$ cat src/rtl/rc_pkg.sv
package rc_pkg;

  typedef enum logic {
    ST_IDLE = 1'b0,
    ST_SCAN = 1'b1
  } rc_state_e;

  // Number of whole bytes needed to hold a value of the given bit length.
  function automatic int unsigned rc_bytes_of_bits(input int unsigned bits);
    return (bits + 32'd7) / 32'd8;
  endfunction

  // Span of one compare: the longer of value and bound.
  function automatic int unsigned rc_span(input int unsigned a, input int unsigned b);
    return (a > b) ? a : b;
  endfunction

  // Verdict rule for one check: the signature checks also demand a nonzero value.
  function automatic logic rc_accept(input logic less, input logic nonzero, input logic need_nz);
    return less && (nonzero || !need_nz);
  endfunction

endpackage

$ cat src/rtl/rc_seq.sv
module rc_seq
  import rc_pkg::*;
#(
  parameter int ADDR_W = 8,
  parameter int LEN_W  = 7
) (
  input  logic                   clk,
  input  logic                   rst_n,
  input  logic                   start,
  input  logic [3:0][ADDR_W-1:0] base_i,
  input  logic [3:0][LEN_W-1:0]  len_i,
  input  logic [3:0][LEN_W-1:0]  span_i,
  input  logic                   ok_i,
  output logic                   busy_o,
  output logic                   verdict_o,
  output logic [1:0]             chk_o,
  output logic                   rd_en_o,
  output logic [ADDR_W-1:0]      rd_addr_o,
  output logic                   vld_q_o,
  output logic                   real_q_o,
  output logic [LEN_W-1:0]       sig_q_o,
  output logic                   done_o,
  output logic                   pass_o,
  output logic [1:0]             code_o
);

  rc_state_e         st_q;
  logic [1:0]        chk_q;
  logic [LEN_W-1:0]  cnt_q;
  logic              vld_q, real_q, done_q, pass_q;
  logic [LEN_W-1:0]  sig_q;
  logic [1:0]        code_q;

  logic [LEN_W-1:0]  span_c, len_c, sig_c;
  logic [ADDR_W-1:0] base_c;
  logic              issue_c, inside_c, verdict_c, last_c;

  assign span_c    = span_i[chk_q];
  assign len_c     = len_i[chk_q];
  assign base_c    = base_i[chk_q];
  assign issue_c   = (st_q == ST_SCAN) && (cnt_q < span_c);
  assign sig_c     = span_c - cnt_q - LEN_W'(1);
  assign inside_c  = sig_c < len_c;
  assign verdict_c = (st_q == ST_SCAN) && (cnt_q == span_c);
  assign last_c    = (chk_q == 2'd3);

  // Byte j of the operand (0 = most significant) sits at base + j,
  // and j = len - 1 - significance = len - span + cnt.
  assign rd_addr_o = base_c + ADDR_W'(len_c) - ADDR_W'(span_c) + ADDR_W'(cnt_q);
  assign rd_en_o   = issue_c && inside_c;

  always_ff @(posedge clk) begin
    if (!rst_n) begin
      st_q   <= ST_IDLE;
      chk_q  <= 2'd0;
      cnt_q  <= '0;
      vld_q  <= 1'b0;
      real_q <= 1'b0;
      sig_q  <= '0;
      done_q <= 1'b0;
      pass_q <= 1'b0;
      code_q <= 2'd0;
    end else begin
      done_q <= 1'b0;
      vld_q  <= issue_c;
      real_q <= issue_c && inside_c;
      sig_q  <= sig_c;
      case (st_q)
        ST_IDLE: begin
          if (start) begin
            st_q   <= ST_SCAN;
            chk_q  <= 2'd0;
            cnt_q  <= '0;
            pass_q <= 1'b0;
            code_q <= 2'd0;
          end
        end
        default: begin
          if (verdict_c) begin
            if (!ok_i || last_c) begin
              st_q   <= ST_IDLE;
              done_q <= 1'b1;
              pass_q <= ok_i;
              code_q <= ok_i ? 2'd0 : chk_q;
            end else begin
              chk_q <= chk_q + 2'd1;
              cnt_q <= '0;
            end
          end else if (issue_c) begin
            cnt_q <= cnt_q + LEN_W'(1);
          end
        end
      endcase
    end
  end

  assign busy_o    = (st_q == ST_SCAN);
  assign verdict_o = verdict_c;
  assign chk_o     = chk_q;
  assign vld_q_o   = vld_q;
  assign real_q_o  = real_q;
  assign sig_q_o   = sig_q;
  assign done_o    = done_q;
  assign pass_o    = pass_q;
  assign code_o    = code_q;

endmodule

$ cat config.mk
export PLATFORM = sky130hd
export DESIGN_NAME = rc_seq
export DESIGN_NICKNAME = d
export VERILOG_FILES = /design/src/rtl/rc_pkg.sv /design/src/rtl/rc_seq.sv
export SDC_FILE = /design/constraint.sdc
export NUM_CORES = 1
export LEC_CHECK = 0
export BUFFER_PORTS_ARGS = -buffer_cell sky130_fd_sc_hd__clkbuf_2
export CAP_MARGIN = 20
export CORE_ASPECT_RATIO = 0.8
export CORE_MARGIN = 2
export CORE_UTILIZATION = 52
export CTS_CLUSTER_DIAMETER = 50
export CTS_CLUSTER_SIZE = 25
export DETAILED_ROUTE_END_ITERATION = 12
export PLACE_DENSITY = 0.88
export SLEW_MARGIN = 20
export SYNTH_ARGS = -nofsm -noshare
export SYNTH_HDL_FRONTEND = slang
export SYNTH_SLANG_ARGS = --single-unit
$ cat constraint.sdc
create_clock -name clk -period 9.3 [get_ports clk]
set_input_delay 1.86 -clock clk [delete_from_list [all_inputs] [get_ports clk]]
set_output_delay 1.86 -clock clk [all_outputs]
set_load 0.03 [all_outputs]
==> qor.json, run 1 <==
{
  "run_status": "finished clean",
  "timing.fmax_ghz": 0.141,
  "min_period_over_period_pct": 76.0,
  "finalCriticalPeriod_ps": 7070,
  "avgViaCountPerCell": 5.54,
  "launching_element_type_of_the_critical_path": "primary input",
  "coreArea_sq_um": 4710,
  "dominantRegCellSynth": "sky130_fd_sc_hd__dfxtp_1",
  "area_growth_syn_to_layout_pct": 26.0,
  "clk_pin_slew_worst_paths_ps": 90,
  "filler_cell_count": 375,
  "cts-buffers-inserted": 3,
  "worst_path_max_delay_cell": "sky130_fd_sc_hd__fa_1",
  "post_layout_nonfiller_instances": 434,
  "cts-htree-levels": 1,
  "ys_async_sr_fraction_pct": 0,
  "root_buffer_master": "sky130_fd_sc_hd__clkbuf_8",
  "critPathKind": "in -> out",
  "drive_above_1_share_pct": 39.0,
  "relSlewSlack_pct": 42.3,
  "fin_setup_tns_ps": 0,
  "number_of_antenna_violations_at_the_first_check_in_global_routing": 0,
  "most_common_library_cell_in_the_layout_ignoring_fill_and_taps": "sky130_fd_sc_hd__clkbuf_2",
  "synth_enable_flop_cells": 0,
  "worstPathRequired_ps": 7440,
  "ys_seq_elements": 23,
  "max_fo_critical_path": 4,
  "power.density_nw_per_um2": 112,
  "vdd_drop_max_mv": 0.103,
  "rsz0062_at_grt": "no",
  "first_global_vias": 2445,
  "max-cap-violations": 0,
  "die_width_microns": 83.0,
  "wl_mm": 6.59,
  "finalClockSkew_ps": 16.7,
  "most_common_cell_type_on_the_critical_path": "sky130_fd_sc_hd__fa_1",
  "die_area_sq_um": 5570,
  "placed_cell_area_sq_um": 3220,
  "layout.nets": 512,
  "synth_fp_nets": 397,
  "cts_tree": "built",
  "cts.sink_count": 23,
  "placementRows": 22,
  "yosysWarningCount": 0,
  "clock_insertion_delay_worst_skew_ps": 280,
  "postCtsHoldBufs": 0,
  "post_synth.cell_area_avg_sq_um": 9.98,
  "vias": 2403,
  "grt.total_usage_pct": 23.9,
  "n_antenna_cell": 0,
  "maximum_number_of_pins_on_one_net_before_global_route_repair": 28,
  "grt_pass1_wl_mm": 10.7,
  "gp_routability_congestion": 0.870,
  "max-clock-path-buffers": 2,
  "worst-slew-pin-transition_ps": 865,
  "netlist-cell-type-count": 42,
  "synth_seq_area_share_pct": 17.8,
  "post_cts.resized_instances": 0,
  "fin_area_sq_um": 3270,
  "die_y_microns": 67.2,
  "synthesis.instances": 260,
  "detail_route.first_pass.iterations": 4,
  "final_cell_mix": "sky130_fd_sc_hd__clkbuf_2, sky130_fd_sc_hd__inv_1, sky130_fd_sc_hd__ha_1",
  "timing.critical_path.to_type": "output port",
  "maxSlewViolCount": 0,
  "worst_slack_ps": 2230,
  "wire_per_inst_microns": 15.2,
  "worst_path_largest_cell_delay_ps": 550,
  "timing.final.hold_violations": 0,
  "ant_nets": 0,
  "post_cts_buffers": 0,
  "dpl_worst_slack_ps": 2220,
  "overflow": 0,
  "finalSetupViolations": 0,
  "fin_hold_ws_ps": 513,
  "floorplan.initialDensity_pct": 55.1,
  "total_leakage_power_uw": 0.00161,
  "timing.critical_path.cells": "clkbuf_2 -> mux4_2 -> fa_1 -> fa_1 -> inv_1 -> ha_1 -> fa_1 -> a21o_1 -> a21oi_1 -> o21bai_1 -> a21oi_1 -> xnor2_1 -> clkbuf_2",
  "drt_first_iter_violations": 97,
  "detail_route.drc_violations": 0,
  "top_level_i_o_count": 118,
  "setup.reg_to_reg.worst_slack_ps": 5340,
  "synth.cell_area_sq_um": 2590,
  "detailed_place_hpwl_mm": 5.78,
  "placed_cells_incl_taps": 430,
  "critical_path_arrival_ps": 5210,
  "timing.hold.worst.class": "reg -> reg",
  "io_buffer_count": 117
}
critical path: cells and delay by family:
family,cells,cell delay (ps)
muxes,1,530
AOI/OAI and AO/OA,4,650
xor gates and xnor gates,1,130
buffers and inverters,3,350
adders and majority gates,4,1690
layer usage:
metal	up-vias	global-route usage (%)	routed length, microns
met5	-	0	0
met4	0	3.89	74
met3	8	5.26	520
met2	114	44.6	3310
met1	1144	29.6	2680
li1	1137	-	-
per-stage QoR:
| step | util, % | total power [uW] |
|---|---|---|
| after global placement | 68.4 | 297 |
| after CTS | 69.4 | 367 |
| after global routing | 69.4 | 390 |
| final | 69.4 | 365 |
| after detailed placement | 68.4 | 305 |
| after floorplan | - | 244 |
cell families after synthesis:
family / count (synthesis) / share of synthesized area, %
buffers and inverters: 56 / 8.59
AND/OR/NAND/NOR: 55 / 11.4
AO/OA/AOI/OAI: 45 / 12.1
adder cells (fa/ha/maj): 45 / 26.0
flip-flops: 23 / 17.8
multiplexers: 22 / 19.4
XOR/XNOR: 14 / 4.73
area by class of cell:
type	count	area [sq um]	share of cell area, %
Sequential cell	23	462	14.1
Clock buffer	3	41.3	1.26
Clock inverter	1	5.00	0.153
Tap cell	60	75.1	2.30
Inverter	48	180	5.52
Multi-Input combinational cell	181	1910	58.5
Timing Repair Buffer	118	593	18.2
cell usage after synthesis (3+ instances only):
library cell                number  area, sq um
sky130_fd_sc_hd__fa_1           15          300
sky130_fd_sc_hd__o21ai_0         5         25.0
sky130_fd_sc_hd__and4_1          3         26.3
sky130_fd_sc_hd__nor2b_1         5         31.3
sky130_fd_sc_hd__xor2_1          5         43.8
sky130_fd_sc_hd__nand2_1         9         33.8
sky130_fd_sc_hd__xnor2_1         9         78.8
sky130_fd_sc_hd__nor2_1          9         33.8
sky130_fd_sc_hd__mux4_2         20          450
sky130_fd_sc_hd__a21oi_1        13         65.1
sky130_fd_sc_hd__a22oi_1         3         22.5
sky130_fd_sc_hd__inv_1          46          173
sky130_fd_sc_hd__nand3_1         5         25.0
sky130_fd_sc_hd__a31oi_1         3         18.8
sky130_fd_sc_hd__nor3_1          4         20.0
sky130_fd_sc_hd__dfxtp_1        23          460
sky130_fd_sc_hd__a21o_1          5         37.5
sky130_fd_sc_hd__and2_1         11         68.8
sky130_fd_sc_hd__o2bb2ai_1       6         52.6
sky130_fd_sc_hd__clkbuf_1        3         11.3
sky130_fd_sc_hd__ha_1           30          375
sky130_fd_sc_hd__buf_2           3         15.0
flip-flops by register name (all words and copies together), names as in the netlist:
name / count
cnt_q: 7
sig_q_o: 7
chk_o: 2
code_o: 2
busy_o: 1
done_o: 1
pass_o: 1
real_q_o: 1
vld_q_o: 1
where the power goes:
part / switching [uW] / internal [uW] / leakage (uW)
Clock: 33.9 / 30.0 / 0.0000255
Combinational: 119 / 77.9 / 0.00139
Sequential: 2.25 / 103 / 0.000189
final timing paths:
kind / from / to / cells after the start
hold reg to reg: cnt_q[3] / cnt_q[3] / 1
setup reg to reg: chk_o[0] / real_q_o / 11
hold / removal: cnt_q[3] / cnt_q[3] / 1
setup / recovery: span_i[22] / rd_addr_o[7] / 13
(Power assumes the default switching activity.)
==> run 2: changes to the inputs <==
--- a/config.mk
+++ b/config.mk
@@ -9,11 +9,11 @@
 export CAP_MARGIN = 20
 export CORE_ASPECT_RATIO = 0.8
 export CORE_MARGIN = 2
-export CORE_UTILIZATION = 52
+export CORE_UTILIZATION = 48
 export CTS_CLUSTER_DIAMETER = 50
 export CTS_CLUSTER_SIZE = 25
 export DETAILED_ROUTE_END_ITERATION = 12
-export PLACE_DENSITY = 0.88
+export PLACE_DENSITY = 0.83
 export SLEW_MARGIN = 20
 export SYNTH_ARGS = -nofsm -noshare
 export SYNTH_HDL_FRONTEND = slang
==> constraint.sdc (replaced) <==
create_clock -name clk -period 6.9 [get_ports clk]
set_input_delay 1.38 -clock clk [delete_from_list [all_inputs] [get_ports clk]]
set_output_delay 1.38 -clock clk [all_outputs]
set_load 0.03 [all_outputs]
==> run 2 against run 1 <==
Against the previous run:
- register-to-register slack lost 2200 ps
- sequential power grew 35%
- final area grew 0.31%
- via count shrank 2.7%
- clock power grew 29%
- flip-flop and latch count is the same
- non-clock buffer count grew 1
- global-route usage shrank 1.4 points
- first-iteration DRC count grew 28%
- combinational power grew 34%
- critical path type unchanged
- largest cell class unchanged
==> qor.json, run 2 (synthesized netlist as in run 1, its figures left out) <==
{
  "run_status": "finished clean",
  "floorplan.initialDensity": {"value": 50.6, "unit": "%", "change": "-4.5 points"},
  "max_fo_critical_path": {"value": 4, "change": "unchanged"},
  "total_leakage_power": {"value": 0.00161, "unit": "uW", "change": "+0.34%"},
  "dpl_worst_slack": {"value": 723, "unit": "ps", "change": "-1500 ps"},
  "launching_element_type_of_the_critical_path": "primary input",
  "detail_route.first_pass.iterations": {"value": 4, "change": "unchanged"},
  "multi_input_gate_area": {"value": 1910, "unit": "sq um", "change": "unchanged"},
  "drive_above_1_share": {"value": 39.2, "unit": "%", "change": "+0.16 points"},
  "timing.final.hold_violations": {"value": 0, "change": "unchanged"},
  "finalSetupViolations": {"value": 0, "change": "unchanged"},
  "grt.total_usage": {"value": 22.6, "unit": "%", "change": "-1.4 points"},
  "worstPathRequired": {"value": 5520, "unit": "ps", "change": "-1920 ps"},
  "postCtsHoldBufs": {"value": 0, "change": "unchanged"},
  "detailed_place_hpwl": {"value": 5.74, "unit": "mm", "change": "-0.65%"},
  "layout.nets": {"value": 513, "change": "+0.20%"},
  "worst_path_largest_cell_delay": {"value": 550, "unit": "ps", "change": "about the same"},
  "vias": {"value": 2339, "change": "-2.7%"},
  "most_common_library_cell_in_the_layout_ignoring_fill_and_taps": "sky130_fd_sc_hd__clkbuf_2",
  "worst-slew-pin-transition": {"value": 644, "unit": "ps", "change": "-221 ps"},
  "finalClockSkew": {"value": 6.11, "unit": "ps", "change": "-10.6 ps"},
  "clock_insertion_delay_worst_skew": {"value": 260, "unit": "ps", "change": "-20 ps"},
  "worst_slack": {"value": 735, "unit": "ps", "change": "-1490 ps"},
  "crit_family": "adder cells",
  "fin_setup_tns": {"value": 0, "unit": "ps", "change": "unchanged"},
  "max-clock-path-buffers": {"value": 2, "change": "unchanged"},
  "ant_nets": {"value": 0, "change": "unchanged"},
  "die_area": {"value": 6010, "unit": "sq um", "change": "+7.9%"},
  "top_level_i_o_count": {"value": 118, "change": "unchanged"},
  "coreArea": {"value": 5120, "unit": "sq um", "change": "+8.8%"},
  "total_power_draw": {"value": 487, "unit": "uW", "change": "+33%"},
  "cts-buffers-inserted": {"value": 3, "change": "unchanged"},
  "maxSlewViolCount": {"value": 0, "change": "unchanged"},
  "cts_tree": "built",
  "n_antenna_cell": {"value": 0, "change": "unchanged"},
  "vdd_drop_max": {"value": 0.112, "unit": "mV", "change": "+8.4%"},
  "max-cap-violations": {"value": 0, "change": "unchanged"},
  "power.density": {"value": 149, "unit": "nW/um^2", "change": "+33%"},
  "filler_cell_count": {"value": 449, "change": "+20%"},
  "final_cell_mix": "sky130_fd_sc_hd__clkbuf_2, sky130_fd_sc_hd__inv_1, sky130_fd_sc_hd__ha_1",
  "cts-htree-levels": {"value": 1, "change": "unchanged"},
  "critPathKind": "in -> out",
  "wl": {"value": 6.56, "unit": "mm", "change": "-0.55%"},
  "grt_pass1_wl": {"value": 10.9, "unit": "mm", "change": "+1.9%"},
  "rsz0062_at_grt": "no",
  "timing.critical_path.to_type": "output port",
  "path_buf_inv": {"value": 3, "change": "unchanged"},
  "cts.sink_count": {"value": 23, "change": "unchanged"},
  "critical_path_arrival": {"value": 4780, "unit": "ps", "change": "-430 ps"},
  "overflow": {"value": 0, "change": "unchanged"},
  "number_of_antenna_violations_at_the_first_check_in_global_routing": {"value": 0, "change": "unchanged"},
  "regArea": {"value": 462, "unit": "sq um", "change": "unchanged"},
  "maximum_number_of_pins_on_one_net_before_global_route_repair": {"value": 16, "change": "-43%"},
  "fin_area": {"value": 3280, "unit": "sq um", "change": "+0.31%"},
  "post_cts.resized_instances": {"value": 0, "change": "unchanged"},
  "root_buffer_master": "sky130_fd_sc_hd__clkbuf_8",
  "die_y": {"value": 69.8, "unit": "microns", "change": "+3.8%"},
  "post_cts_buffers": {"value": 0, "change": "unchanged"},
  "worst_path_max_delay_cell": "sky130_fd_sc_hd__fa_1",
  "gp_routability_congestion": {"value": 0.898, "change": "+3.2%"},
  "die_width": {"value": 86.2, "unit": "microns", "change": "+3.9%"},
  "most_common_cell_type_on_the_critical_path": "sky130_fd_sc_hd__fa_1",
  "drt_first_iter_violations": {"value": 124, "change": "+28%"},
  "wire_per_inst": {"value": 15.0, "unit": "microns", "change": "-1.2%"},
  "timing.fmax_ghz": 0.162,
  "postLayoutCoreUtil": {"value": 64.0, "unit": "%", "change": "-5.4 points"},
  "io_buffer_count": {"value": 117, "change": "unchanged"},
  "area_growth_syn_to_layout_pct": 26.3,
  "timing.hold.worst.class": "reg -> reg",
  "timing.critical_path.cells": "clkbuf_2 -> mux4_2 -> fa_1 -> fa_1 -> inv_1 -> ha_1 -> fa_1 -> a21o_1 -> a21oi_1 -> o21bai_1 -> a21oi_1 -> xnor2_1 -> clkbuf_2",
  "relSlewSlack": {"value": 57.0, "unit": "%", "change": "+15 points"},
  "min_period_over_period_pct": 89.3,
  "placementRows": {"value": 23, "change": "+4.5%"},
  "finalCriticalPeriod_ps": 6160,
  "detail_route.drc_violations": {"value": 0, "change": "unchanged"},
  "first_global_vias": {"value": 2492, "change": "+1.9%"},
  "clk_pin_slew_worst_paths": {"value": 80, "unit": "ps", "change": "about the same"},
  "avgViaCountPerCell": {"value": 5.35, "change": "-3.3%"},
  "placed_cell_area": {"value": 3230, "unit": "sq um", "change": "+0.31%"}
}
## run 2: stage by stage
| stage | cells | hold slack [ps] |
|---|---|---|
| after floorplan | 260 | 474 |
| after global placement | 433 | 494 |
| after detailed placement | 433 | 495 |
| after CTS | 437 | 517 |
| after global routing | 437 | 539 |
| final | 437 | 521 |
## run 2: worst paths after layout
path	end	start	slack [ps]	cells past startpoint
hold / removal	pass_o	pass_o	520	2
setup reg to reg	real_q_o	chk_o[0]	3150	11
setup / recovery	rd_addr_o[7]	span_i[22]	740	13
hold reg to reg	pass_o	pass_o	520	2
## run 2: final cells by class
| cell class | count | area share, % |
|---|---|---|
| inverter | 48 | 5.50 |
| multi-input combinational | 181 | 58.3 |
| sequential | 23 | 14.1 |
| clock inverter | 1 | 0.153 |
| tap | 62 | 2.37 |
| timing repair buffer | 119 | 18.3 |
| clock buffer | 3 | 1.26 |
## run 2: metal layers
metal | GRT usage (%) | wire length (microns) | vias to the layer above
li1 | - | - | 1139
met1 | 28.7 | 2730 | 1079
met2 | 41.3 | 3310 | 121
met3 | 3.33 | 522 | 0
met4 | 3.47 | 0 | 0
met5 | 0 | 0 | -
## run 2: report_power, final
part	internal (uW)	switching, uW	total [uW]	leakage [uW]
Sequential	138	3.04	142	0.000189
Combinational	104	159	263	0.00140
Clock	40.2	42.0	82.2	0.0000255
Total	283	204	487	0.00161
## run 2: worst reg2reg max path, cell delays in order (launching register included)
cell                      delay [ps]
sky130_fd_sc_hd__dfxtp_2         700
sky130_fd_sc_hd__mux4_2          650
sky130_fd_sc_hd__ha_1            400
sky130_fd_sc_hd__and2_1          190
sky130_fd_sc_hd__a221o_1         340
sky130_fd_sc_hd__a31oi_1         220
sky130_fd_sc_hd__xnor2_1         220
sky130_fd_sc_hd__ha_1            300
sky130_fd_sc_hd__and4_1          220
sky130_fd_sc_hd__a21oi_1         140
sky130_fd_sc_hd__and3_1          180
sky130_fd_sc_hd__and3_1          150
